===== src/rtl/pkt_filt_pkg.sv =====
package pkt_filt_pkg;
   typedef enum logic {
      CFG_NODE  = 1'b0,
      CFG_GROUP = 1'b1
   } cfg_sel_e;

   localparam logic ADDR_IS_GROUP = 1'b0;
   localparam logic ADDR_IS_NODE  = 1'b1;
endpackage


===== src/rtl/pkt_filt_match.sv =====
module pkt_filt_match #(
   parameter int ID_W   = 11,
   parameter int SUB_W  = 4,
   parameter int WORD_W = 1 + ID_W + SUB_W
) (
   input  logic [WORD_W-1:0] addr_word,
   input  logic [ID_W-1:0]   node_id,
   input  logic [ID_W-1:0]   group_id,
   output logic              hit,
   output logic [SUB_W-1:0]  sub
);
   import pkt_filt_pkg::*;

   localparam int TYPE_BIT = WORD_W - 1;
   localparam int ID_LO    = SUB_W;

   logic              addr_type;
   logic [ID_W-1:0]   addr_id;
   logic [ID_W-1:0]   ref_id;

   assign addr_type = addr_word[TYPE_BIT];
   assign addr_id   = addr_word[ID_LO +: ID_W];
   assign sub       = addr_word[SUB_W-1:0];

   always_comb begin
      ref_id = (addr_type == ADDR_IS_NODE) ? node_id : group_id;
      hit    = (addr_id == ref_id);
   end
endmodule


===== src/rtl/pkt_filt_cfg.sv =====
module pkt_filt_cfg #(
   parameter int ID_W = 11
) (
   input  logic                 clk,
   input  logic                 rst_n,
   input  logic                 idle,
   input  logic                 cfg_we,
   input  logic                 cfg_sel,
   input  logic [ID_W-1:0]      cfg_id,
   output logic [1:0][ID_W-1:0] ids
);
   localparam int NREG = 2;

   for (genvar i = 0; i < NREG; i++) begin : g_reg
      logic [ID_W-1:0] act_q;
      logic [ID_W-1:0] shadow_q;
      logic            pend_q;
      logic            wr;

      assign wr = cfg_we && (cfg_sel == i[0]);

      always_ff @(posedge clk) begin
         if (wr && idle) begin
            act_q <= cfg_id;
         end else if (wr) begin
            shadow_q <= cfg_id;
         end else if (pend_q && idle) begin
            act_q <= shadow_q;
         end
      end

      always_ff @(posedge clk) begin
         if (!rst_n) begin
            pend_q <= 1'b0;
         end else if (wr) begin
            pend_q <= !idle;
         end else if (idle) begin
            pend_q <= 1'b0;
         end
      end

      assign ids[i] = act_q;
   end
endmodule


===== src/rtl/pkt_filt_track.sv =====
module pkt_filt_track #(
   parameter int WORD_W         = 16,
   parameter int SUB_W          = 4,
   parameter int CTRL_W         = 4,
   parameter bit CTRL_FROM_HIGH = 1'b1
) (
   input  logic              clk,
   input  logic              rst_n,
   input  logic              in_valid,
   input  logic              in_sop,
   input  logic              in_eop,
   input  logic [WORD_W-1:0] in_word,
   input  logic              hit,
   input  logic [SUB_W-1:0]  sub_in,
   output logic              open_o,
   output logic              out_valid,
   output logic              out_ready,
   output logic [WORD_W-1:0] out_word,
   output logic [SUB_W-1:0]  out_sub,
   output logic [CTRL_W-1:0] out_ctrl
);
   logic              open_q;
   logic              acc_q;
   logic              first_q;
   logic [SUB_W-1:0]  sub_q;
   logic [CTRL_W-1:0] ctrl_field;

   if (CTRL_FROM_HIGH) begin : g_ctrl_hi
      assign ctrl_field = in_word[WORD_W-1 -: CTRL_W];
   end else begin : g_ctrl_lo
      assign ctrl_field = in_word[CTRL_W-1:0];
   end

   assign open_o = open_q;

   always_ff @(posedge clk) begin
      if (!rst_n) begin
         open_q    <= 1'b0;
         acc_q     <= 1'b0;
         first_q   <= 1'b0;
         sub_q     <= '0;
         out_valid <= 1'b0;
         out_ready <= 1'b0;
         out_word  <= '0;
         out_sub   <= '0;
         out_ctrl  <= '0;
      end else begin
         out_valid <= 1'b0;
         out_ready <= 1'b0;
         if (in_valid) begin
            if (in_sop) begin
               open_q  <= !in_eop;
               acc_q   <= hit;
               first_q <= 1'b1;
               sub_q   <= sub_in;
            end else if (open_q) begin
               if (acc_q) begin
                  out_valid <= 1'b1;
                  out_ready <= first_q;
                  out_word  <= in_word;
                  out_sub   <= sub_q;
                  if (first_q) begin
                     out_ctrl <= ctrl_field;
                  end
               end
               first_q <= 1'b0;
               if (in_eop) begin
                  open_q <= 1'b0;
               end
            end
         end
      end
   end
endmodule


===== src/rtl/pkt_addr_filter.sv =====
module pkt_addr_filter #(
   parameter int ID_W           = 11,
   parameter int SUB_W          = 4,
   parameter int CTRL_W         = 4,
   parameter bit CTRL_FROM_HIGH = 1'b1,
   parameter int WORD_W         = 1 + ID_W + SUB_W
) (
   input  logic              clk,
   input  logic              rst_n,
   input  logic              in_valid,
   input  logic              in_sop,
   input  logic              in_eop,
   input  logic [WORD_W-1:0] in_word,
   input  logic              cfg_we,
   input  logic              cfg_sel,
   input  logic [ID_W-1:0]   cfg_id,
   output logic              out_valid,
   output logic              out_ready,
   output logic [WORD_W-1:0] out_word,
   output logic [SUB_W-1:0]  out_sub,
   output logic [CTRL_W-1:0] out_ctrl
);
   import pkt_filt_pkg::*;

   if (WORD_W != 1 + ID_W + SUB_W) begin : g_bad_word
      $error("word width must equal type bit plus identifier plus sub-address");
   end
   if (CTRL_W < 1 || CTRL_W > WORD_W) begin : g_bad_ctrl
      $error("control field must fit inside one word");
   end
   if (ID_W < 1 || SUB_W < 1) begin : g_bad_fields
      $error("identifier and sub-address need at least one bit");
   end

   logic [1:0][ID_W-1:0] ids;
   logic [ID_W-1:0]      node_id;
   logic [ID_W-1:0]      group_id;
   logic                 hit;
   logic [SUB_W-1:0]     sub;
   logic                 pkt_open;
   logic                 idle;

   assign node_id  = ids[CFG_NODE];
   assign group_id = ids[CFG_GROUP];
   assign idle     = !rst_n || (!pkt_open && !(in_valid && in_sop));

   pkt_filt_cfg #(.ID_W(ID_W)) u_cfg (
      .clk     (clk),
      .rst_n   (rst_n),
      .idle    (idle),
      .cfg_we  (cfg_we),
      .cfg_sel (cfg_sel),
      .cfg_id  (cfg_id),
      .ids     (ids)
   );

   pkt_filt_match #(.ID_W(ID_W), .SUB_W(SUB_W), .WORD_W(WORD_W)) u_match (
      .addr_word (in_word),
      .node_id   (node_id),
      .group_id  (group_id),
      .hit       (hit),
      .sub       (sub)
   );

   pkt_filt_track #(
      .WORD_W(WORD_W), .SUB_W(SUB_W), .CTRL_W(CTRL_W), .CTRL_FROM_HIGH(CTRL_FROM_HIGH)
   ) u_track (
      .clk       (clk),
      .rst_n     (rst_n),
      .in_valid  (in_valid),
      .in_sop    (in_sop),
      .in_eop    (in_eop),
      .in_word   (in_word),
      .hit       (hit),
      .sub_in    (sub),
      .open_o    (pkt_open),
      .out_valid (out_valid),
      .out_ready (out_ready),
      .out_word  (out_word),
      .out_sub   (out_sub),
      .out_ctrl  (out_ctrl)
   );
endmodule


===== config.mk =====
export PLATFORM = sky130hd
export DESIGN_NAME = pkt_addr_filter
export DESIGN_NICKNAME = d
export VERILOG_FILES = /design/src/rtl/pkt_filt_pkg.sv /design/src/rtl/pkt_filt_match.sv /design/src/rtl/pkt_filt_cfg.sv /design/src/rtl/pkt_filt_track.sv /design/src/rtl/pkt_addr_filter.sv
export SDC_FILE = /design/constraint.sdc
export NUM_CORES = 1
export LEC_CHECK = 0
export BUFFER_PORTS_ARGS = -buffer_cell sky130_fd_sc_hd__buf_2
export CORE_ASPECT_RATIO = 1.75
export CORE_MARGIN = 3
export CORE_UTILIZATION = 40
export CTS_CLUSTER_DIAMETER = 150
export DETAILED_ROUTE_END_ITERATION = 16
export HOLD_SLACK_MARGIN = 0.02
export PLACE_DENSITY = 0.62
export SYNTH_ARGS = -nofsm -noshare
export SYNTH_HDL_FRONTEND = slang
export SYNTH_HIERARCHICAL = 1
export SYNTH_SLANG_ARGS = --single-unit

===== constraint.sdc =====
create_clock -name clk -period 4.27 [get_ports clk]
set_input_delay 0.2135 -clock clk [delete_from_list [all_inputs] [get_ports clk]]
set_output_delay 0.2135 -clock clk [all_outputs]
set_load 0.005 [all_outputs]

# Word level (Yosys, flattened, before mapping)
# Cells that the tools add are included.
[totals]
register_bits = 79
in_bits = 34
wordCells = 71
[classes]
n_eq_ne = 3
bitwise = 8
muxes = 16
reduce_logical = 29
[ops]
columns = ["op", "count"]
rows = [
  ["$mux 11", 7],
  ["$reduce_and 2->1", 6],
  ["$eq 11x11->1", 1],
  ["$reduce_bool 2->1", 5],
  ["$mux 1", 9],
  ["$logic_and 1x1->1", 8],
  ["$not 1->1", 8],
  ["$logic_not 1->1", 5],
  ["$reduce_and 5->1", 1],
  ["$reduce_or 5->1", 1],
  ["$ne 2x2->1 const B", 2],
  ["$reduce_and 4->1", 1],
  ["$reduce_or 4->1", 1],
  ["$logic_or 1x1->1", 1],
]

# Logic depth before layout (Yosys ltp)
[depth]
depth_word = 8
mapped_depth = 7
depth_no_buf = 6

# Hierarchy
# Netlist, hierarchy kept.
[by_module_without_submodules]
columns = ["mod", "seq_area_each_um2", "cells_per_inst", "instances", "area_per_inst_um2"]
rows = [
  ["pkt_filt_cfg", 1361.3, 83, 1, 1783.0],
  ["pkt_filt_track", 660.6, 144, 1, 1318.8],
  ["pkt_filt_match", 0.0, 31, 1, 275.3],
  ["pkt_addr_filter", 0.0, 2, 1, 11.3],
]

# Least setup slack after synthesis
# No wires, ideal clock.
[synth_path]
path_type = "reg-to-reg"
from = "register u_track.open_q (netlist: u_track/open_o)"
to = "register u_cfg.g_reg[0].act_q[0], enable pin"
arrival_time_ps = 1535
path_stages_with_launch = 4
synth_period_minus_slack_ps = 1931
slack_ps = 2339
required_ps = 3874
cell_sequence = "dfxtp_1 -> a21o_1 -> nand2_1 -> a21boi_0"
[synth_via]
elab_chain_cells = 6
[synth_rtl]
columns = ["item", "line", "rtl"]
rows = [
  ["start, declared", "pkt_filt_track.sv:22", "logic open_q;"],
  ["start signal, assigned", "pkt_filt_track.sv:52", "open_q <= !in_eop;"],
  ["$logic_not 1->1 *", "pkt_addr_filter.sv:45", "assign idle = !rst_n || (!pkt_open && !(in_valid && in_sop));"],
  ["$logic_and 1x1->1 *", "pkt_addr_filter.sv:45", ""],
  ["$logic_or 1x1->1 *", "pkt_addr_filter.sv:45", ""],
  ["net idle", "pkt_addr_filter.sv:41", "logic idle;"],
  ["$logic_and 1x1->1 (on tied branches)", "pkt_filt_cfg.sv:23, pkt_filt_cfg.sv:27", ""],
  ["$ne 2x2->1 (no source line) / $reduce_bool 2->1 (equally long branches)", "n/a", ""],
  ["$reduce_and 2->1 (no source line) *", "n/a", ""],
  ["end signal, assigned", "pkt_filt_cfg.sv:24", "act_q <= cfg_id;"],
  ["end signal, assigned", "pkt_filt_cfg.sv:28", "act_q <= shadow_q;"],
  ["end, declared", "pkt_filt_cfg.sv:15", "logic [ID_W-1:0] act_q;"],
]
# Mark *: on every way through the listed nets, which the timed path passes. The rest lies on a longest branch.
# A chain may end at the register's enable or synchronous reset.

# Worst setup path in the final report
[layout_path]
from = "register u_track.open_q (netlist: u_track/open_o)"
to = "register u_cfg.g_reg[1].act_q[7], enable pin"
[layout_via]
elab_chain_cells = 6
[layout_rtl]
columns = ["item", "line"]
rows = [
  ["$logic_not 1->1 *", "pkt_addr_filter.sv:45"],
  ["$logic_and 1x1->1 *", "pkt_addr_filter.sv:45"],
  ["$logic_or 1x1->1 *", "pkt_addr_filter.sv:45"],
  ["net idle", "pkt_addr_filter.sv:41"],
  ["$logic_and 1x1->1 (on tied branches)", "pkt_filt_cfg.sv:23, pkt_filt_cfg.sv:27"],
  ["$ne 2x2->1 (no source line) / $reduce_bool 2->1 (equally long branches)", "n/a"],
  ["$reduce_and 2->1 (no source line) *", "n/a"],
  ["end signal, assigned", "pkt_filt_cfg.sv:24"],
  ["end signal, assigned", "pkt_filt_cfg.sv:28"],
  ["end, declared", "pkt_filt_cfg.sv:15"],
]
# Marks and branches as above.

==> qor.csv <==
stage;metric;value;unit
outcome;status;complete, no violations;
timing;tightestPinTransition;0.961;ns
clock_tree;clock_path_buffers;2;
timing;period_needed;1.86;ns
clock_tree;cts-htree-levels;3;
synth;netlist_area;3390;um2
grt;grt_start_max_net_pins;40;
grt;busiest_layer;met2;
timing;maxSlewHeadroom;35.9;%
setup_path;start_kind;flop;
run;drv_cap;0;
final_layout;diodes;0;
final_layout;areaGrowthSynthToFinish;16.0;%
hold_path;hold_path_class;in2reg;
final_layout;seqCellArea;2020;um2
final_layout;final_common_cell;buf_2;
setup_path;cp.required;4.22;ns
timing;rsz0062_at_grt;false;
power;switchingPower;0.000354;W
final_layout;fin_nets;347;
grt;use_met3;2.20;%
timing;setup_ws;2.41;ns
drt;vias;1986;
final_layout;drive_gt1_share;37.4;%
power;clock_power_share;42.5;%
final_layout;final_cell_area;3930;um2
timing;whs;0.103;ns
floorplanning;rows;43;
grt;use_met1;14.4;%
grt;grtUsageMet2;24.4;%
drt;remaining_drc_errors;0;
clock_tree;cts-resized-gates;0;
timing;fmax;537;MHz
clock_tree;cts_num_sinks;79;
synth;yosysWarningCount;6;
power;p_comb_share;6.2;%
drt;antenna_left;0;
timing;fin_crit_sh;43.6;%
clock_tree;clkTransAtPathRegs;0.06;ns
clock_tree;ctsRootBufferMaster;clkbuf_16;
power;p_int;0.00126;W
final_layout;layout_common_cells;buf_2, nand2_1, edfxtp_1;
setup_path;worstSetupPathType;reg2reg;
drt;drt_pass1_iterations;4;
grt;antenna_found_initial;0;
synth;ys_ff_latch;79;
final_layout;multi_input_area;1220;um2
floorplanning;ios;60;
power;seqPwrFrac;51.2;%
synth;ys_seq_area_share;59.7;%
drt;viasPerCell;4.87;
setup_path;r2r_setup_slack;2.41;ns
setup_path;crit_path_end_kind;flop;
clock_tree;cts_tree;done;
setup_path;critical_path.max_fanout;11;
floorplanning;die_area;9650;um2
grt;grt_usage;13.8;%
power;swShare;21.9;%
timing;report.final.slew_viol_count;0;
placement;preCtsSetupSlack;2.04;ns
power;finalPower;0.00162;W
drt;wl_per_cell;14.4;um
clock_tree;postCtsHoldBufs;0;
floorplanning;core;8070;um2
timing;hold_viol_final;0;
setup_path;arrival;1.81;ns
final_layout;nFillCells;748;
clock_tree;cts_buffers;9;
synth;syn-num-nets;294;
placement;placed_area;3660;um2
timing;setup_viol;0;
timing;skew;0.00433;ns
power;cellLeakagePower;1.56;nW
floorplanning;dieHeight;128;um
timing;tns;0;ns
power;p_per_area;411;nW/um2
floorplanning;start_util;42.0;%
synth;syn_inst;260;
clock_tree;post_cts_buffers;0;
grt;grt_pass1_vias;2054;
placement;dpl.hpwl;4370;um
power;ir_drop;0.000254;V
placement;port_buffers;59;
synth;avgSynthCellArea;13.0;um2
placement;gp_congestion;0.710;
grt;grt_pass1_wl;9780;um
grt;grt_overflow;0;
floorplanning;die_w;75.6;um
drt;drt-total-wl;5890;um
synth;yosys.cell_types.count;32;
clock_tree;worstSkewPairLatency;0.33;ns
drt;initialDrtViolationCount;91;
## synthesized netlist by cell type
master | count | share of area, %
nand2_1 | 56 | 6.2
edfxtp_1 | 44 | 39
dfxtp_1 | 35 | 21
mux2_4 | 20 | 8.9
a21boi_2 | 14 | 4.7
a21boi_0 | 13 | 2.9
mux2i_1 | 11 | 3.2
xor2_1 | 11 | 2.8
nand3_1 | 6 | 0.89
nand4_1 | 6 | 1.1
buf_6 | 5 | 1.7
buf_4 | 4 | 0.89
clkbuf_1 | 4 | 0.44
nor2_1 | 4 | 0.44
a21oi_1 | 3 | 0.44
buf_2 | 3 | 0.44
o21ai_1 | 3 | 0.44
buf_8 | 2 | 0.89
mux2_2 | 2 | 0.66
nand2b_1 | 2 | 0.37
a21o_1 | 1 | 0.22
and2_2 | 1 | 0.22
and2_4 | 1 | 0.26
and3_2 | 1 | 0.22
and4b_1 | 1 | 0.30
inv_1 | 1 | 0.11
nand3_2 | 1 | 0.30
nand3b_2 | 1 | 0.33
nand4b_1 | 1 | 0.26
nor2b_1 | 1 | 0.18
nor3_2 | 1 | 0.30
o21ai_2 | 1 | 0.26
## kinds of logic after synthesis
kind of cell / Yosys count / synth area share [%]
AOI/OAI and AO/OA: 35 / 8.90
xor gates and xnor gates: 11 / 2.84
buffers and inverters: 19 / 4.43
DFF: 79 / 59.7
muxes: 33 / 12.8
and+or+nand+nor: 83 / 11.4
## area by class of cell
class | count | share of cell area (%)
flip-flops and latches | 79 | 51.4
multi-input cells | 162 | 30.9
repair buffers | 60 | 7.70
clock buffers | 9 | 5.73
well taps | 90 | 2.86
clock inverters | 7 | 1.24
inverters | 1 | 0.0955
## per-stage QoR
step                      instances  utilization (%)
final                           408             48.7
after global routing            408             48.7
after CTS                       408             48.7
after detailed placement        392             45.3
after global placement          392             45.3
after floorplan                 260                -
## state kept, by name, summed over array words and instances, names as in the netlist
register / flops
u_track/open_o: 1
u_cfg/g.shadow_q: 22
u_track/out_word: 16
u_track/out_ready: 1
u_cfg/g.pend_q: 2
u_track/sub_q: 4
u_track/first_q: 1
u_track/out_ctrl: 4
u_cfg/g.act_q: 22
u_track/out_valid: 1
u_track/out_sub: 4
u_track/acc_q: 1
## critical path: stages (launching register included)
cell and delay, ns:
dfxtp_1 0.34, a21o_1 0.16, nand2_1 0.20, nor2b_1 0.78
## per-layer routing
metal | wire (um) | up-vias
met1 | 2220 | 924
met5 | 0 | -
met3 | 208 | 9
li1 | - | 1018
met2 | 3310 | 35
met4 | 142 | 0
## power groups by stage
stage               registers (W)  clock network [W]  logic (W)
floorplan                0.000843                  0  0.0000718
global placement         0.000844                  0   0.000101
detailed placement       0.000845                  0   0.000103
CTS                      0.000828           0.000715   0.000103
global route             0.000829           0.000742   0.000112
finish                   0.000828           0.000688   0.000101
## worst paths after layout
kind	start	endpoint	depth (start not counted)
max	u_track/open_o	u_cfg/g_reg[1].act_q[7]	3
min	cfg_id[7]	u_cfg/g_reg[0].shadow_q[7]	1
max reg2reg	u_track/open_o	u_cfg/g_reg[1].act_q[7]	3
min reg2reg	u_track/out_ctrl[2]	u_track/out_ctrl[2]	2
Power figures use the tool's default switching activity.
